**config.mk**
```make
export PLATFORM = sky130hd
export DESIGN_NAME = spwp_top
export DESIGN_NICKNAME = d
export VERILOG_FILES = /design/src/rtl/spwp_pkg.sv /design/src/rtl/spwp_ctrl.sv /design/src/rtl/spwp_tx_slicer.sv /design/src/rtl/spwp_rx_assembler.sv /design/src/rtl/spwp_top.sv
export SDC_FILE = /design/constraint.sdc
export NUM_CORES = 1
export LEC_CHECK = 0
export ABC_AREA = 1
export BUFFER_PORTS_ARGS = -buffer_cell sky130_fd_sc_hd__buf_2
export CAP_MARGIN = 20
export CORE_ASPECT_RATIO = 1.1
export CORE_MARGIN = 2
export CORE_UTILIZATION = 55
export DETAILED_ROUTE_END_ITERATION = 10
export PLACE_DENSITY = 0.8
export SYNTH_ARGS = -nofsm -noshare
export SYNTH_HDL_FRONTEND = slang
export SYNTH_SLANG_ARGS = --single-unit
export TNS_END_PERCENT = 50
```
**constraint.sdc**
```tcl
create_clock -name clk -period 3.5 [get_ports clk]
set_clock_uncertainty 0.05 [all_clocks]
set_input_delay 0.7 -clock clk [delete_from_list [all_inputs] [get_ports clk]]
set_output_delay 0.7 -clock clk [all_outputs]
set_load 0.02 [all_outputs]
```
**src/rtl/spwp_pkg.sv**
```systemverilog
package spwp_pkg;

   typedef enum logic {
      ST_IDLE = 1'b0,
      ST_MOVE = 1'b1
   } spwp_state_e;

   // Resolve the byte count of one access from the alias choice and the
   // configured width; zero or oversize widths fall back to a full word.
   function automatic int unsigned spwp_pick_count(input int unsigned sel,
                                                   input int unsigned cfg_w,
                                                   input int unsigned nbytes,
                                                   input bit          is_read);
      int unsigned r;
      if (!is_read && sel != 0) r = (sel > nbytes) ? nbytes : sel;
      else if (cfg_w == 0 || cfg_w > nbytes) r = nbytes;
      else r = cfg_w;
      return r;
   endfunction

endpackage

```
**src/rtl/spwp_ctrl.sv**
```systemverilog
module spwp_ctrl
   import spwp_pkg::*;
#(
   parameter int NBYTES = 4,
   parameter int CNT_W  = $clog2(NBYTES + 1),
   parameter int SEL_W  = $clog2(NBYTES)
) (
   input  logic             clk,
   input  logic             rst_n,
   input  logic             acc_start,
   input  logic             acc_read,
   input  logic [SEL_W-1:0] acc_sel,
   input  logic [CNT_W-1:0] cfg_width,
   input  logic             be_in,
   input  logic             tx_full,
   input  logic             rx_empty,
   output logic             ready,
   output logic             load,
   output logic             is_read_q,
   output logic             be_q,
   output logic             move,
   output logic             finish,
   output logic [CNT_W-1:0] count_q,
   output logic [CNT_W-1:0] count_next,
   output logic [CNT_W-1:0] req_q,
   output logic             done,
   output logic [CNT_W-1:0] done_count
);

   spwp_state_e      state_q;
   logic [CNT_W-1:0] rem_q;
   logic [CNT_W-1:0] req_d;
   logic             blocked;

   always_comb begin
      req_d = CNT_W'(spwp_pick_count(int'(acc_sel), int'(cfg_width),
                                     NBYTES, acc_read));
   end

   assign ready      = (state_q == ST_IDLE);
   assign load       = ready && acc_start;
   assign blocked    = is_read_q ? rx_empty : tx_full;
   assign move       = (state_q == ST_MOVE) && !blocked;
   assign finish     = (state_q == ST_MOVE) && (blocked || rem_q == CNT_W'(1));
   assign count_next = count_q + CNT_W'(move);

   always_ff @(posedge clk or negedge rst_n) begin
      if (!rst_n) begin
         state_q    <= ST_IDLE;
         rem_q      <= '0;
         req_q      <= '0;
         count_q    <= '0;
         is_read_q  <= 1'b0;
         be_q       <= 1'b0;
         done       <= 1'b0;
         done_count <= '0;
      end else begin
         done <= finish;
         if (finish) done_count <= count_next;
         if (load) begin
            state_q   <= ST_MOVE;
            rem_q     <= req_d;
            req_q     <= req_d;
            count_q   <= '0;
            is_read_q <= acc_read;
            be_q      <= be_in;
         end else if (state_q == ST_MOVE) begin
            if (move) begin
               rem_q   <= rem_q - CNT_W'(1);
               count_q <= count_next;
            end
            if (finish) state_q <= ST_IDLE;
         end
      end
   end

endmodule

```
**src/rtl/spwp_tx_slicer.sv**
```systemverilog
module spwp_tx_slicer #(
   parameter int DATA_W = 32,
   parameter int BYTE_W = 8
) (
   input  logic              clk,
   input  logic              rst_n,
   input  logic              load,
   input  logic [DATA_W-1:0] load_word,
   input  logic              be,
   input  logic              shift,
   output logic [BYTE_W-1:0] byte_out
);

   logic [DATA_W-1:0] word_q;

   always_ff @(posedge clk or negedge rst_n) begin
      if (!rst_n) begin
         word_q <= '0;
      end else if (load) begin
         word_q <= load_word;
      end else if (shift) begin
         word_q <= be ? (word_q << BYTE_W) : (word_q >> BYTE_W);
      end
   end

   assign byte_out = be ? word_q[DATA_W-1 -: BYTE_W] : word_q[BYTE_W-1:0];

endmodule

```
**src/rtl/spwp_rx_assembler.sv**
```systemverilog
module spwp_rx_assembler #(
   parameter int DATA_W = 32,
   parameter int BYTE_W = 8,
   parameter int NBYTES = DATA_W / BYTE_W,
   parameter int CNT_W  = $clog2(NBYTES + 1)
) (
   input  logic              clk,
   input  logic              rst_n,
   input  logic              clear,
   input  logic              capture,
   input  logic [CNT_W-1:0]  lane_idx,
   input  logic [BYTE_W-1:0] byte_in,
   input  logic              finish_rd,
   input  logic              be,
   input  logic [CNT_W-1:0]  req,
   input  logic [CNT_W-1:0]  got,
   output logic [DATA_W-1:0] rd_data
);

   logic [BYTE_W-1:0] lane_q [NBYTES];
   logic [BYTE_W-1:0] lane_d [NBYTES];
   logic [DATA_W-1:0] le_word;
   logic [DATA_W-1:0] be_word;
   logic [CNT_W-1:0]  shortfall;

   for (genvar g = 0; g < NBYTES; g++) begin : g_lane
      always_comb begin
         if (clear) lane_d[g] = '0;
         else if (capture && lane_idx == CNT_W'(g)) lane_d[g] = byte_in;
         else lane_d[g] = lane_q[g];
      end
      always_ff @(posedge clk or negedge rst_n) begin
         if (!rst_n) lane_q[g] <= '0;
         else        lane_q[g] <= lane_d[g];
      end
      assign le_word[g*BYTE_W +: BYTE_W]              = lane_d[g];
      assign be_word[(NBYTES-1-g)*BYTE_W +: BYTE_W]   = lane_d[g];
   end

   assign shortfall = req - got;

   always_ff @(posedge clk or negedge rst_n) begin
      if (!rst_n) begin
         rd_data <= '0;
      end else if (finish_rd) begin
         rd_data <= be ? be_word : (le_word << (BYTE_W * int'(shortfall)));
      end
   end

endmodule

```
**src/rtl/spwp_top.sv**
```systemverilog
module spwp_top
   import spwp_pkg::*;
#(
   parameter int DATA_W     = 32,
   parameter int BYTE_W     = 8,
   parameter int CFG_W      = 32,
   parameter int ENDIAN_BIT = 26,
   parameter int NBYTES     = DATA_W / BYTE_W,
   parameter int CNT_W      = $clog2(NBYTES + 1),
   parameter int SEL_W      = $clog2(NBYTES)
) (
   input  logic              clk,
   input  logic              rst_n,
   input  logic [CFG_W-1:0]  cfg_reg,
   input  logic [CNT_W-1:0]  cfg_width,
   input  logic              acc_start,
   input  logic              acc_read,
   input  logic [SEL_W-1:0]  acc_sel,
   input  logic [DATA_W-1:0] acc_wdata,
   output logic              acc_ready,
   output logic              tx_push,
   output logic [BYTE_W-1:0] tx_byte,
   input  logic              tx_full,
   output logic              rx_pop,
   input  logic [BYTE_W-1:0] rx_byte,
   input  logic              rx_empty,
   output logic              done,
   output logic [CNT_W-1:0]  done_count,
   output logic [DATA_W-1:0] rd_data
);

   if (DATA_W % BYTE_W != 0) begin : g_bad_ratio
      $error("spwp_top: DATA_W must be a multiple of BYTE_W");
   end
   if (NBYTES < 2) begin : g_bad_nbytes
      $error("spwp_top: at least two bytes per word are required");
   end
   if (ENDIAN_BIT >= CFG_W) begin : g_bad_endian
      $error("spwp_top: ENDIAN_BIT outside the configuration word");
   end

   logic             load;
   logic             is_read_q;
   logic             be_q;
   logic             move;
   logic             finish;
   logic [CNT_W-1:0] count_q;
   logic [CNT_W-1:0] count_next;
   logic [CNT_W-1:0] req_q;

   spwp_ctrl #(
      .NBYTES (NBYTES),
      .CNT_W  (CNT_W),
      .SEL_W  (SEL_W)
   ) u_ctrl (
      .clk        (clk),
      .rst_n      (rst_n),
      .acc_start  (acc_start),
      .acc_read   (acc_read),
      .acc_sel    (acc_sel),
      .cfg_width  (cfg_width),
      .be_in      (cfg_reg[ENDIAN_BIT]),
      .tx_full    (tx_full),
      .rx_empty   (rx_empty),
      .ready      (acc_ready),
      .load       (load),
      .is_read_q  (is_read_q),
      .be_q       (be_q),
      .move       (move),
      .finish     (finish),
      .count_q    (count_q),
      .count_next (count_next),
      .req_q      (req_q),
      .done       (done),
      .done_count (done_count)
   );

   assign tx_push = move && !is_read_q;
   assign rx_pop  = move &&  is_read_q;

   spwp_tx_slicer #(
      .DATA_W (DATA_W),
      .BYTE_W (BYTE_W)
   ) u_tx (
      .clk       (clk),
      .rst_n     (rst_n),
      .load      (load),
      .load_word (acc_wdata),
      .be        (be_q),
      .shift     (tx_push),
      .byte_out  (tx_byte)
   );

   spwp_rx_assembler #(
      .DATA_W (DATA_W),
      .BYTE_W (BYTE_W),
      .NBYTES (NBYTES),
      .CNT_W  (CNT_W)
   ) u_rx (
      .clk       (clk),
      .rst_n     (rst_n),
      .clear     (load),
      .capture   (rx_pop),
      .lane_idx  (count_q),
      .byte_in   (rx_byte),
      .finish_rd (finish && is_read_q),
      .be        (be_q),
      .req       (req_q),
      .got       (count_next),
      .rd_data   (rd_data)
   );

endmodule

```
==> impl_metrics.ini <==
[setup_path]
cp_num_buf_inv = 5
path_class = input port to register
worst_path_max_delay_cell = fa_1
r2r-start = u_ctrl.is_read_q
crit_start = rx_empty
path_delay_family = simple AND/OR/NAND/NOR gates
crit_end = u_rx.rd_data[19]
critPathCaptureType = register
path_cells = buf_2 > inv_1 > nand2_1 > o21ai_1 > nand2_1 > xor2_1 > inv_1 > ha_1 > inv_1 > fa_1 > xor2_1 > nand2_1 > nand3_2 > nor2_4 > buf_12 > nand3_1 > a21oi_1
path_max_fanout = 21
cp.depth = 17
reg2regPathDepth = 15
rrSetupSlack_ns = 0.65
cp-start-kind = input port
cp_data_arrival_time_ns = 3.12
max_stage_delay_ns = 0.40
rr_endpoint = u_rx.rd_data[19]
critPathRequiredTime_ns = 3.72

[clock_tree]
htree_levels = 3
cts.repair.resized = 0
cts_tree = yes
hold_buffers = 0
clk_latency_ns = 0.36
clk_pin_slew_ns = 0.08
clockBufferDepth = 2
cts_setup_buffers = 0
cts_root_buf = clkbuf_16
clock-sinks = 112
cts_buffers = 9

[sta]
tns_ns = 0
whs_ns = 0.374
relSlewSlack_pct = 39.4
fin_crit_sh_pct = 83.1
tightest_slew_ns = 0.909
hold_viol_final = 0
grt_setup_unrepaired = no
drv_slew = 0
setup_viol = 0
max_freq_mhz = 344
period_minus_slack_ns = 2.91

[global_route]
grt_pass1_wl_mm = 26.8
grt_use_total_pct = 28.0
grt_overflow_total = 0
grt_max_degree = 72
grt_pass1_vias = 5612
antenna_found_initial = 0

[synthesis]
ys_seq_area_share_pct = 45.6
synth_seq_cells = 112
syn_inst = 830
syn_avg_cell_area_um2 = 7.41
synth_cell_types = 31
synth_warnings = 0
synth_fp_nets = 919
synth.cell_area_mm2 = 0.00615

[final_layout]
nNetsFinal = 1001
area_growth_pct = 16.2
fin_area_mm2 = 0.00714
n_antenna_cell = 0
final_common_cell = nand2_1
layout-drive-gt1-share_pct = 17.4
layout_common_cells = nand2_1, dfrtp_1, inv_1
utilization_pct = 65.5

[drt]
drt-pass1-iter-count = 5
drt-initial-drc-count = 433
vias = 5895
postRouteAntennaNets = 0
routed_via_density = 5.54
finalWirelength_mm = 16.3
drc = 0
wire_per_inst_um = 15.4

[hold_path]
hp-class = input port to async pin

[placement]
portBuffers = 98
dp_hpwl_mm = 10.9
gp_congestion = 0.926
postPlaceCellArea_mm2 = 0.00680

[pwr]
ir_drop_v = 0.000563
p_leak_uw = 0.00384
p_per_area_mw_per_mm2 = 1020

[floorplan]
core_mm2 = 0.0109
rows = 40
fp.dieW_um = 105
initial_core_util_pct = 56.4
ioPinCount = 130
die_h_um = 115
die_area_mm2 = 0.0120

[flow_run]
drv_cap = 0

[outcome]
status = finished, final reports clean
## flip-flops by register name (all words and copies together), names as in the netlist
register / count
u_ctrl.is_read_q: 1
u_ctrl.be_q: 1
u_ctrl.state_q: 1
u_ctrl.count_q: 3
u_ctrl.done: 1
u_ctrl.req_q: 3
u_ctrl.done_count: 3
u_tx.word_q: 32
u_rx.rd_data: 32
u_rx.lane_q: 32
u_ctrl.rem_q: 3
## worst min-delay path by stage
stage,depth (start not counted),from,slack (ns),endpoint
after floorplan,0,rst_n,0.35,u_ctrl.be_q
after detailed placement,2,u_ctrl.done_count[0],0.42,u_ctrl.done_count[0]
after global placement,2,u_ctrl.done_count[2],0.41,u_ctrl.done_count[2]
after global routing,1,rst_n,0.43,u_rx.lane_q[25]
after CTS,1,rst_n,0.40,u_rx.lane_q[26]
final,1,rst_n,0.37,u_rx.lane_q[26]
## area by class of cell
cell class / instances / area [um2]
clock buffers: 11 / 253
clock inverters: 5 / 86.3
fillers: 965 / 3770
inverters: 122 / 458
multi-input cells: 552 / 2690
flip-flops and latches: 112 / 2800
well taps: 147 / 184
repair buffers: 115 / 671
## per-layer routing
layer	vias up	share of wire, %	global-route usage (%)
met5	-	0	0
met4	0	2.3	12.0
met3	42	8.1	4.42
met2	283	48	46.7
met1	2712	42	36.7
li1	2858	-	-
## logic make-up (layout without fill, tap and decap cells)
logic type,count (synthesis),count (layout),share of synthesized area (%)
DFF,112,112,45.6
buffers and inverters,166,253,10.7
and+or+nand+nor,388,388,27.8
adders and majority gates,6,6,1.34
xor gates and xnor gates,5,5,0.712
AOI/OAI and AO/OA,153,153,13.9
## cells in the mapped netlist, drive strengths merged
library cell / n / area, um2
nand2: 211 / 802
inv: 121 / 454
dfrtp: 112 / 2800
nand3: 95 / 480
o21ai: 81 / 405
nor2: 44 / 190
a21oi: 36 / 180
buf: 25 / 129
nand4: 24 / 150
clkbuf: 19 / 71.3
or2: 14 / 87.6
a31oi: 9 / 56.3
o211ai: 9 / 67.6
a22oi: 8 / 60.1
a2bb2oi: 8 / 70.1
ha: 5 / 62.6
xor2: 3 / 26.3
o22ai: 2 / 12.5
xnor2: 2 / 17.5
clkinv: 1 / 3.75
fa: 1 / 20.0
## power by group
group	switching (uW)	leakage, uW	internal (uW)
registers	344	0.00143	1790
clock network	491	0.000167	674
logic	2640	0.00224	1350
total	3470	0.00384	3810
## stage by stage
step                      worst slack (ns)  std cells  total power (uW)
after floorplan                      0.458        830              4840
after global placement               0.327       1048              5970
after detailed placement             0.262       1048              6060
after CTS                            0.610       1064              7240
after global routing                 0.423       1064              7800
final                                0.592       1064              7280
(Power assumes the default switching activity.)
